## src/rtl/cfgreq_pkg.sv

```systemverilog
package cfgreq_pkg;
   localparam int REG_AW = 6;
   localparam int DATA_W = 32;
   localparam int BYTES  = DATA_W / 8;
   localparam int ISR_W  = 2;
   localparam int ISR_DONE = 0;
   localparam int ISR_TMO  = 1;

   localparam logic [REG_AW-1:0] OFS_CTRL  = 6'h00;
   localparam logic [REG_AW-1:0] OFS_STAT  = 6'h04;
   localparam logic [REG_AW-1:0] OFS_ALO   = 6'h08;
   localparam logic [REG_AW-1:0] OFS_AHI   = 6'h0C;
   localparam logic [REG_AW-1:0] OFS_WDAT  = 6'h10;
   localparam logic [REG_AW-1:0] OFS_STRB  = 6'h14;
   localparam logic [REG_AW-1:0] OFS_RDAT  = 6'h18;
   localparam logic [REG_AW-1:0] OFS_START = 6'h1C;
   localparam logic [REG_AW-1:0] OFS_ISR   = 6'h20;
   localparam logic [REG_AW-1:0] OFS_IMSK  = 6'h24;
   localparam logic [REG_AW-1:0] OFS_TMO   = 6'h28;

   localparam logic [3:0] TY_RD0 = 4'h8;
   localparam logic [3:0] TY_RD1 = 4'h9;
   localparam logic [3:0] TY_WR0 = 4'hA;
   localparam logic [3:0] TY_WR1 = 4'hB;

   localparam logic [2:0] CPL_OK = 3'd0;

   typedef enum logic [1:0] {ST_IDLE, ST_ISSUE, ST_WAIT} seq_st_t;

   function automatic logic ty_is_read(input logic [3:0] t);
      return (t == TY_RD0) || (t == TY_RD1);
   endfunction

   function automatic logic ty_is_np(input logic [3:0] t);
      return (t == TY_RD0) || (t == TY_RD1) || (t == TY_WR0) || (t == TY_WR1);
   endfunction
endpackage

```

## src/rtl/cfgreq_wdog.sv

```systemverilog
module cfgreq_wdog #(
   parameter int TMO_W = 32
) (
   input  logic             clk,
   input  logic             rst_n,
   input  logic             run_i,
   input  logic [TMO_W-1:0] lim_i,
   output logic             expire_o
);
   logic [TMO_W-1:0] cnt_q;
   logic [TMO_W:0]   cnt_inc;

   assign cnt_inc  = {1'b0, cnt_q} + 1'b1;
   assign expire_o = run_i && (cnt_inc >= {1'b0, lim_i});

   always_ff @(posedge clk or negedge rst_n) begin
      if (!rst_n)      cnt_q <= '0;
      else if (!run_i) cnt_q <= '0;
      else             cnt_q <= cnt_inc[TMO_W-1:0];
   end

   // every wait window starts counting from zero
   a_r9_window_fresh: assert property (@(posedge clk) disable iff (!rst_n)
      $rose(run_i) |-> (cnt_q == '0));
endmodule

```

## src/rtl/cfgreq_lanes.sv

```systemverilog
module cfgreq_lanes #(
   parameter int BYTES   = 4,
   parameter bit MASK_EN = 1'b1
) (
   input  logic [BYTES*8-1:0] data_i,
   input  logic [BYTES-1:0]   strb_i,
   output logic [BYTES*8-1:0] data_o
);
   for (genvar b = 0; b < BYTES; b++) begin : g_lane
      if (MASK_EN) begin : g_mask
         assign data_o[b*8 +: 8] = strb_i[b] ? data_i[b*8 +: 8] : 8'h00;
      end else begin : g_pass
         assign data_o[b*8 +: 8] = data_i[b*8 +: 8];
      end
   end
endmodule

```

## src/rtl/cfgreq_seq.sv

```systemverilog
module cfgreq_seq
   import cfgreq_pkg::*;
#(
   parameter int TMO_W = 32
) (
   input  logic              clk,
   input  logic              rst_n,
   input  logic              launch_i,
   input  logic [3:0]        type_i,
   input  logic [TMO_W-1:0]  tmo_lim_i,
   input  logic              rsp_valid_i,
   input  logic [2:0]        rsp_code_i,
   input  logic [DATA_W-1:0] rsp_rdata_i,
   output logic              busy_o,
   output logic              req_valid_o,
   output logic              done_set_o,
   output logic              tmo_set_o,
   output logic [31:0]       stat_o,
   output logic [DATA_W-1:0] rdat_o
);
   seq_st_t st_q, st_d;
   logic    np_q, rd_q;
   logic    stat_np_q;
   logic [2:0] stat_code_q;
   logic [DATA_W-1:0] rdat_q;
   logic    expire;

   cfgreq_wdog #(.TMO_W(TMO_W)) u_wdog (
      .clk      (clk),
      .rst_n    (rst_n),
      .run_i    (st_q == ST_WAIT),
      .lim_i    (tmo_lim_i),
      .expire_o (expire)
   );

   always_comb begin
      st_d       = st_q;
      done_set_o = 1'b0;
      tmo_set_o  = 1'b0;
      unique case (st_q)
         ST_IDLE:  if (launch_i) st_d = ST_ISSUE;
         ST_ISSUE: begin
            if (np_q) st_d = ST_WAIT;
            else begin
               st_d       = ST_IDLE;
               done_set_o = 1'b1;
            end
         end
         ST_WAIT: begin
            if (rsp_valid_i) begin
               st_d       = ST_IDLE;
               done_set_o = 1'b1;
            end else if (expire) begin
               st_d      = ST_IDLE;
               tmo_set_o = 1'b1;
            end
         end
         default: st_d = ST_IDLE;
      endcase
   end

   always_ff @(posedge clk or negedge rst_n) begin
      if (!rst_n) begin
         st_q        <= ST_IDLE;
         np_q        <= 1'b0;
         rd_q        <= 1'b0;
         stat_np_q   <= 1'b0;
         stat_code_q <= '0;
         rdat_q      <= '0;
      end else begin
         st_q <= st_d;
         if (st_q == ST_IDLE && launch_i) begin
            np_q <= ty_is_np(type_i);
            rd_q <= ty_is_read(type_i);
         end
         if (done_set_o) begin
            stat_np_q   <= np_q;
            stat_code_q <= (st_q == ST_WAIT) ? rsp_code_i : CPL_OK;
         end
         if (st_q == ST_WAIT && rsp_valid_i && rd_q && rsp_code_i == CPL_OK)
            rdat_q <= rsp_rdata_i;
      end
   end

   assign busy_o      = (st_q != ST_IDLE);
   assign req_valid_o = (st_q == ST_ISSUE);
   assign stat_o      = {22'd0, stat_code_q, 6'd0, stat_np_q};
   assign rdat_o      = rdat_q;

   // a request lasts exactly one cycle
   a_r2_one_shot: assert property (@(posedge clk) disable iff (!rst_n)
      req_valid_o |=> !req_valid_o);
   // a start write while busy never produces a request
   a_r8_no_relaunch: assert property (@(posedge clk) disable iff (!rst_n)
      (busy_o && launch_i) |=> !req_valid_o);
   // a posted request is finished right after its request cycle
   a_r3_posted_fast: assert property (@(posedge clk) disable iff (!rst_n)
      (req_valid_o && !np_q) |=> !busy_o);
   // read data moves only on a successful response
   a_r5_rdat_hold: assert property (@(posedge clk) disable iff (!rst_n)
      !$stable(rdat_q) |-> $past(rsp_valid_i && rsp_code_i == CPL_OK));
endmodule

```

## src/rtl/cfgreq_regs.sv

```systemverilog
module cfgreq_regs
   import cfgreq_pkg::*;
#(
   parameter int              TMO_W       = 32,
   parameter longint unsigned TMO_DEFAULT = 200000
) (
   input  logic              clk,
   input  logic              rst_n,
   input  logic              reg_we,
   input  logic [REG_AW-1:0] reg_addr,
   input  logic [DATA_W-1:0] reg_wdata,
   output logic [DATA_W-1:0] reg_rdata,
   input  logic              busy_i,
   input  logic [31:0]       stat_i,
   input  logic [DATA_W-1:0] rdat_i,
   input  logic              done_set_i,
   input  logic              tmo_set_i,
   output logic              launch_o,
   output logic [3:0]        type_o,
   output logic              bypass_o,
   output logic [63:0]       addr_o,
   output logic [DATA_W-1:0] wdata_o,
   output logic [BYTES-1:0]  strb_o,
   output logic [TMO_W-1:0]  tmo_lim_o,
   output logic              irq_o
);
   logic [31:0]       ctrl_q, ahi_q;
   logic [29:0]       alo_q;
   logic [DATA_W-1:0] wdat_q;
   logic [BYTES-1:0]  strb_q;
   logic [ISR_W-1:0]  isr_q, imsk_q, isr_clr, isr_set;
   logic [TMO_W-1:0]  tmo_q;

   assign isr_clr = (reg_we && reg_addr == OFS_ISR) ? reg_wdata[ISR_W-1:0] : '0;
   always_comb begin
      isr_set           = '0;
      isr_set[ISR_DONE] = done_set_i;
      isr_set[ISR_TMO]  = tmo_set_i;
   end

   always_ff @(posedge clk or negedge rst_n) begin
      if (!rst_n) begin
         ctrl_q <= '0;
         ahi_q  <= '0;
         alo_q  <= '0;
         wdat_q <= '0;
         strb_q <= '0;
         isr_q  <= '0;
         imsk_q <= '0;
         tmo_q  <= TMO_W'(TMO_DEFAULT);
      end else begin
         if (reg_we) begin
            unique case (reg_addr)
               OFS_CTRL: ctrl_q <= reg_wdata;
               OFS_ALO:  alo_q  <= reg_wdata[31:2];
               OFS_AHI:  ahi_q  <= reg_wdata;
               OFS_WDAT: wdat_q <= reg_wdata;
               OFS_STRB: strb_q <= reg_wdata[BYTES-1:0];
               OFS_IMSK: imsk_q <= reg_wdata[ISR_W-1:0];
               OFS_TMO:  tmo_q  <= reg_wdata[TMO_W-1:0];
               default: ;
            endcase
         end
         isr_q <= (isr_q & ~isr_clr) | isr_set;
      end
   end

   always_comb begin
      unique case (reg_addr)
         OFS_CTRL:  reg_rdata = ctrl_q;
         OFS_STAT:  reg_rdata = stat_i;
         OFS_ALO:   reg_rdata = {alo_q, 2'b00};
         OFS_AHI:   reg_rdata = ahi_q;
         OFS_WDAT:  reg_rdata = wdat_q;
         OFS_STRB:  reg_rdata = DATA_W'(strb_q);
         OFS_RDAT:  reg_rdata = rdat_i;
         OFS_START: reg_rdata = DATA_W'(busy_i);
         OFS_ISR:   reg_rdata = DATA_W'(isr_q);
         OFS_IMSK:  reg_rdata = DATA_W'(imsk_q);
         OFS_TMO:   reg_rdata = DATA_W'(tmo_q);
         default:   reg_rdata = '0;
      endcase
   end

   assign launch_o  = reg_we && (reg_addr == OFS_START) && reg_wdata[0];
   assign type_o    = ctrl_q[3:0];
   assign bypass_o  = ctrl_q[24];
   assign addr_o    = {ahi_q, alo_q, 2'b00};
   assign wdata_o   = wdat_q;
   assign strb_o    = strb_q;
   assign tmo_lim_o = tmo_q;
   assign irq_o     = |(isr_q & ~imsk_q);

   // whenever start drops, a done or timeout flag stands
   a_r4_flag_on_finish: assert property (@(posedge clk) disable iff (!rst_n)
      $fell(busy_i) |-> (isr_q != '0));
endmodule

```

## src/rtl/cfgreq_engine.sv

```systemverilog
module cfgreq_engine
   import cfgreq_pkg::*;
#(
   parameter int              TMO_W        = 32,
   parameter longint unsigned TMO_DEFAULT  = 200000,
   parameter bit              STRB_MASK_EN = 1'b1
) (
   input  logic              clk,
   input  logic              rst_n,
   input  logic              reg_we,
   input  logic [REG_AW-1:0] reg_addr,
   input  logic [DATA_W-1:0] reg_wdata,
   output logic [DATA_W-1:0] reg_rdata,
   output logic              lk_req_valid,
   output logic [3:0]        lk_req_type,
   output logic [63:0]       lk_req_addr,
   output logic [DATA_W-1:0] lk_req_wdata,
   output logic [BYTES-1:0]  lk_req_strb,
   output logic              lk_req_xlat_bypass,
   input  logic              lk_rsp_valid,
   input  logic [2:0]        lk_rsp_code,
   input  logic [DATA_W-1:0] lk_rsp_rdata,
   output logic              irq
);
   if (TMO_W < 2 || TMO_W > 32) begin : g_bad_tmo_w
      $error("TMO_W must lie in 2..32");
   end
   if (TMO_DEFAULT == 0 || TMO_DEFAULT > ((64'd1 << TMO_W) - 64'd1)) begin : g_bad_tmo_def
      $error("TMO_DEFAULT must be nonzero and fit in TMO_W bits");
   end

   logic              launch, busy, done_set, tmo_set;
   logic [3:0]        typ;
   logic [31:0]       stat;
   logic [DATA_W-1:0] rdat, wdat;
   logic [TMO_W-1:0]  tmo_lim;

   cfgreq_regs #(.TMO_W(TMO_W), .TMO_DEFAULT(TMO_DEFAULT)) u_regs (
      .clk        (clk),
      .rst_n      (rst_n),
      .reg_we     (reg_we),
      .reg_addr   (reg_addr),
      .reg_wdata  (reg_wdata),
      .reg_rdata  (reg_rdata),
      .busy_i     (busy),
      .stat_i     (stat),
      .rdat_i     (rdat),
      .done_set_i (done_set),
      .tmo_set_i  (tmo_set),
      .launch_o   (launch),
      .type_o     (typ),
      .bypass_o   (lk_req_xlat_bypass),
      .addr_o     (lk_req_addr),
      .wdata_o    (wdat),
      .strb_o     (lk_req_strb),
      .tmo_lim_o  (tmo_lim),
      .irq_o      (irq)
   );

   cfgreq_seq #(.TMO_W(TMO_W)) u_seq (
      .clk         (clk),
      .rst_n       (rst_n),
      .launch_i    (launch),
      .type_i      (typ),
      .tmo_lim_i   (tmo_lim),
      .rsp_valid_i (lk_rsp_valid),
      .rsp_code_i  (lk_rsp_code),
      .rsp_rdata_i (lk_rsp_rdata),
      .busy_o      (busy),
      .req_valid_o (lk_req_valid),
      .done_set_o  (done_set),
      .tmo_set_o   (tmo_set),
      .stat_o      (stat),
      .rdat_o      (rdat)
   );

   cfgreq_lanes #(.BYTES(BYTES), .MASK_EN(STRB_MASK_EN)) u_lanes (
      .data_i (wdat),
      .strb_i (lk_req_strb),
      .data_o (lk_req_wdata)
   );

   assign lk_req_type = typ;
endmodule

```

## config.mk

```make
export PLATFORM = sky130hd
export DESIGN_NAME = cfgreq_engine
export DESIGN_NICKNAME = d
export VERILOG_FILES = /design/src/rtl/cfgreq_pkg.sv /design/src/rtl/cfgreq_wdog.sv /design/src/rtl/cfgreq_lanes.sv /design/src/rtl/cfgreq_seq.sv /design/src/rtl/cfgreq_regs.sv /design/src/rtl/cfgreq_engine.sv
export SDC_FILE = /design/constraint.sdc
export NUM_CORES = 1
export LEC_CHECK = 0
export ABC_AREA = 1
export ABC_CLOCK_PERIOD_IN_PS = 7850
export CAP_MARGIN = 20
export CORE_MARGIN = 2
export CORE_UTILIZATION = 57
export DETAILED_ROUTE_END_ITERATION = 10
export PLACE_DENSITY = 0.94
export SYNTH_ARGS = -nofsm -noshare
export SYNTH_HDL_FRONTEND = slang
export SYNTH_SLANG_ARGS = --single-unit
```

## constraint.sdc

```tcl
create_clock -name clk -period 7.85 [get_ports clk]
set_input_delay 2.355 -clock clk [delete_from_list [all_inputs] [get_ports clk]]
set_output_delay 2.355 -clock clk [all_outputs]
set_load 0.1 [all_outputs]
```

-- Yosys cells after proc, flatten, opt, wreduce, memory -nomap -nowiden
Index checks and enable logic that the tools add are counted.
- register bits after elaboration: 238
- add/subtract/negate cells: 1
- $lt $le $gt $ge: 1
- eq/ne operators: 18
- muxes and demuxes: 19
- bitwise gates (word level): 5
- reductions and logical operators: 24
- operator list (operator ; count):
    one-hot mux 32 bit (11 select lines) ; 1
    adder 32 x 1 -> 33 bit (second input constant) ; 1
    greater-or-equal comparator 33 x 32 -> 1 bit ; 1
    two-way mux 32 bit ; 1
    two-way mux 8 bit ; 4
    equality test 6 x 5 -> 1 bit (second input constant) ; 4
    equality test 6 bit (second input constant) ; 3
    equality test 4 bit (second input constant) ; 4
    AND reduction 2 bit ; 8
    equality test 6 x 4 -> 1 bit (second input constant) ; 2
    two-way mux 2 bit ; 5
    logical AND 1 bit ; 8
    equality test 6 x 3 -> 1 bit (second input constant) ; 1
    logical NOT 6 bit ; 1
    one-hot mux 2 bit (3 select lines) ; 1
    two-way mux 1 bit ; 5
    AND 2 bit ; 2
    NOT 2 bit ; 2
    logical NOT 3 bit ; 1
    logical OR 1 bit ; 3
    two-way mux 3 bit ; 1
    inequality test 3 x 2 -> 1 bit (second input constant) ; 1
    equality test 2 x 1 -> 1 bit (second input constant) ; 1
    equality test 2 bit (second input constant) ; 1
    other kinds (6) ; 6

-- Depth between registers and ports, before layout
- depth after elaboration: 7
- gate-level depth with buffers: 24

-- Cells and area by module
From an unflattened synthesis, not the netlist that was laid out.
- cells, all modules: 1811
- area total of the unflattened synthesis: 13286.5 sq um
- modules (own cells, without submodules) (module ; times used ; cells each ; area an instance (sq um)):
    cfgreq_regs ; 1 ; 1104 ; 8194.1
    cfgreq_wdog ; 1 ; 405 ; 2795.2
    cfgreq_seq ; 1 ; 234 ; 2037.0
    cfgreq_lanes ; 1 ; 68 ; 260.2

-- Worst setup path after synthesis
Ideal clock, no wire load.
- kind: in2out
- from: input port reg_addr[1]
- to: output port reg_rdata[10]
- arrival: 4551 ps
- slack: 944 ps
- cell stages on the path: 6
- buffers on the path: 1
- path through: nor2_2 nand3_1 inv_1 nand2_2 clkbuf_1 o2111ai_1
- word-level cells in the longest chain between the ends: 2
- RTL lines (element ; line ; source):
    start, declared ; cfgreq_engine.sv:11 ; input logic [REG_AW-1:0] reg_addr,
    equality test 6 bit (tied with other cells) ; cfgreq_regs.sv:69 ; unique case (reg_addr)
    one-hot mux 32 bit (11 select lines) * ; cfgreq_regs.sv:69 ;
    end, declared ; cfgreq_engine.sv:13 ; output logic [DATA_W-1:0] reg_rdata,
Mark *: on every way between the ends. The rest lies on a longest branch, timed or not.

-- Final worst setup path
- from: input port reg_addr[5]
- to: output port reg_rdata[22]
The elaborated chain is that of the path after synthesis.

==> results.ini <==
[timing]
finalHoldViolCount = 0
tightest_slew_ns = 1.09
finalSetupViolCount = 0
final.setup.tns_ns = 0
fin_skew_ns = 0.0231
fin_crit_ns = 7.06
rsz0062_at_grt = no
finalCritPeriodShare_pct = 90.0
fmax_mhz = 142
maxSlewViolCount = 0
max_slew_margin_pct = 27.4

[hold_path]
worstHoldPathType = reg2reg

[drt]
ant_nets = 0
first_iter_violations = 1189
routedWlPerCell_um = 19.8
vias_per_cell = 6.03
drc = 0
totalWireLength_mm = 37.1
vias = 11281
dr.pass1.iters = 6

[global_route]
grt_max_degree = 147
track_usage_pct = 33.5
antenna_found_initial = 1
grt_pass1_wl_mm = 58.0
overflow = 0
grt_pass1_vias = 11227

[finish]
areaGrowthSynthToFinish_pct = 29.5
stdcell_count = 1871
fill_cells = 1229
fin_nets = 1698
final_layout_size_suffix_gt1_share_pct = 9.44

[setup_path]
crit_type = in2out
required_ns = 5.50
crit_arrival_ns = 4.71
worst_setup_path_end_kind = output pin
critPathMaxFanout = 15
cp-start-kind = input pin

[cts]
clkSlewWorstSetupHoldPaths_ns = 0.06
cts_sinks = 238
post_cts_buffers = 0
hold_buffers = 0
cts_inserted_buffers = 24
clockRootBuffer = clkbuf_16
clockBufferDepth = 3
htreeDepth = 1
cts_tree = yes
cts_resized = 0
clk_latency_ns = 0.53

[die]
ios = 216
die-area_um2 = 21900
start_util_pct = 58.2
core_area_um2 = 20300
die_x_um = 148
rows = 52
die_h_um = 148

[pwr]
clockPowerShare_pct = 31.9
pwr-share-seq_pct = 39.6
sw_frac_of_total_pct = 38.0
p_comb_share_pct = 28.5
switchingPower_mw = 1.43
power_density_nw_per_um2 = 246
internal_power_mw = 2.33
irDropWorstVdd_mv = 0.184
p_leak_nw = 7.43

[synthesis]
yosysTopAreaCell = dfrtp_1
synth_edf_count = 0
synth.top_cell.area_share_pct = 49.1
synthFlopType = dfrtp_1
yosysMostFrequentCell = nand2_1
ys_seq_area_share_pct = 50.4
async_reset_ff_share_pct = 100
syn_area_um2 = 11800
yosysWarningCount = 0
synth_seq_cells = 238
ys_types = 43
syn_inst = 1396
synthTopCellsByArea = dfrtp_1 49%, nand2_1 11%, o21ai_0 7.7%
yosys-top-cells-count = 359 x nand2_1, 232 x dfrtp_1, 181 x o21ai_0, 178 x inv_1, 89 x nor2_1
avgSynthCellArea_um2 = 8.47

[placed_design]
dp_hpwl_mm = 24.5
gp_congestion = 0.921
dp_cells = 1825
portBuffers = 213

[job]
cap_violations = 0

[outcome]
status = finished, final reports clean

## sequential cells by signal, summed over array words and instances (netlist names)
name and cells:
u_regs.wdata_o 32, u_regs.ahi_q 32, u_seq.rd_q 1, u_regs.tmo_lim_o 32, u_regs.ctrl_q 32, u_regs.strb_o 4
u_seq.stat_np_q 1, u_regs.isr_q 2, u_seq.rdat_o 32, u_regs.imsk_q 2, u_seq.np_q 1, u_regs.alo_q 30
u_seq.stat_code_q 3, u_seq.u_wdog.cnt_q 32, u_seq.st_q 2
## per-stage QoR
| stage | area (um^2) | util (%) | setup WS, ns | power (mW) | hold slack [ns] |
|---|---|---|---|---|---|
| global route | 15300 | 75.4 | 0.701 | 3.88 | 0.505 |
| floorplan | 11800 | - | 0.944 | 2.23 | 0.453 |
| CTS | 15200 | 75.0 | 0.869 | 3.75 | 0.488 |
| finish | 15300 | 75.4 | 0.786 | 3.76 | 0.488 |
| global placement | 14400 | 70.8 | 0.931 | 2.53 | 0.465 |
| detailed placement | 14400 | 70.9 | 0.850 | 2.56 | 0.473 |
## metal layers
layer  wire (um)  part of all wire [%]  track usage, %
met5           0                     0               0
met2       18100                    49            56.3
met3        4020                    11            7.25
met4        1710                   4.6            16.6
met1       13300                    36            41.1
## power by group through the flow
stage / Combinational [mW] / Clock (mW) / Sequential [mW]
after floorplan: 0.436 / 0 / 1.79
after global placement: 1.03 / 0 / 1.49
after detailed placement: 1.06 / 0 / 1.50
after CTS: 1.07 / 1.20 / 1.48
after global routing: 1.13 / 1.25 / 1.50
final: 1.07 / 1.20 / 1.49
## area by class of cell
cell class              count  area [um^2]  area share, %
inverters                 182          683           4.46
flip-flops and latches    238         5960           39.0
repair buffers            226         2570           16.8
clock buffers              34          698           4.56
diodes                      1         2.50         0.0164
well taps                 270          338           2.21
multi-input cells         913         4920           32.2
clock inverters             7          128          0.834
## cells by family (layout without fill, tap and decap cells)
logic type / Yosys count / in the layout / share of synthesized area [%]
muxes: 32 / 32 / 3.05
DFF: 238 / 238 / 50.4
buffers and inverters: 246 / 449 / 8.01
other: 1 / 3 / 0.0317
AOI/OAI and AO/OA: 291 / 291 / 14.5
and+or+nand+nor: 534 / 534 / 18.8
xor gates and xnor gates: 18 / 18 / 1.33
adders and majority gates: 36 / 36 / 3.81
## worst max-delay path: stages
cell and delay [ns]:
clkdlybuf4s50_1 0.54, inv_1 0.07, nor2_1 0.30, nand2_2 0.27, inv_2 0.45, a22oi_1 0.21, nand4_1 0.19, buf_4 0.31
## cells in the final DEF (no fill, tap or decap), types with 2 or more instances in the layout
master | synthesis | final
a22oi_1 | 59 | 59
clkbuf_8 | 0 | 6
dfstp_2 | 6 | 6
nand3_1 | 31 | 31
nand3b_1 | 2 | 2
nor2_2 | 5 | 5
inv_1 | 178 | 178
a21oi_1 | 16 | 16
nor2_1 | 89 | 89
mux2_2 | 32 | 32
a21o_1 | 5 | 5
ha_1 | 36 | 36
nor3_2 | 3 | 3
o21ai_0 | 181 | 181
buf_12 | 0 | 33
o2111ai_1 | 15 | 15
nand2_1 | 359 | 355
bufinv_16 | 0 | 3
conb_1 | 1 | 2
a31oi_1 | 2 | 2
a221oi_1 | 6 | 6
and3_1 | 2 | 2
nor2_4 | 5 | 5
clkbuf_1 | 56 | 4
clkbuf_16 | 0 | 24
buf_4 | 6 | 12
nor3_1 | 13 | 13
nand2_2 | 8 | 12
clkinv_1 | 3 | 3
o21ai_1 | 2 | 2
dfrtp_1 | 232 | 232
clkdlybuf4s50_1 | 0 | 180
nand4_1 | 11 | 11
xor2_1 | 17 | 17
o211ai_1 | 2 | 2
## path summary, 6_finish.rpt
| kind | startpoint | end | slack [ns] | cells after the start |
|---|---|---|---|---|
| setup / recovery | reg_addr[5] | reg_rdata[22] | 0.79 | 8 |
| hold / removal | u_regs.ctrl_q[21] | u_regs.ctrl_q[21] | 0.49 | 2 |
| setup reg to reg | u_seq.u_wdog.cnt_q[0] | u_seq.st_q[0] | 4.38 | 23 |
| hold reg to reg | u_regs.ctrl_q[21] | u_regs.ctrl_q[21] | 0.49 | 2 |
| max in group asynchronous | rst_n | u_seq.u_wdog.cnt_q[4] | 4.83 | 2 |
| min in group asynchronous | rst_n | u_regs.ahi_q[9] | 1.82 | 1 |
(Power assumes the default switching activity.)
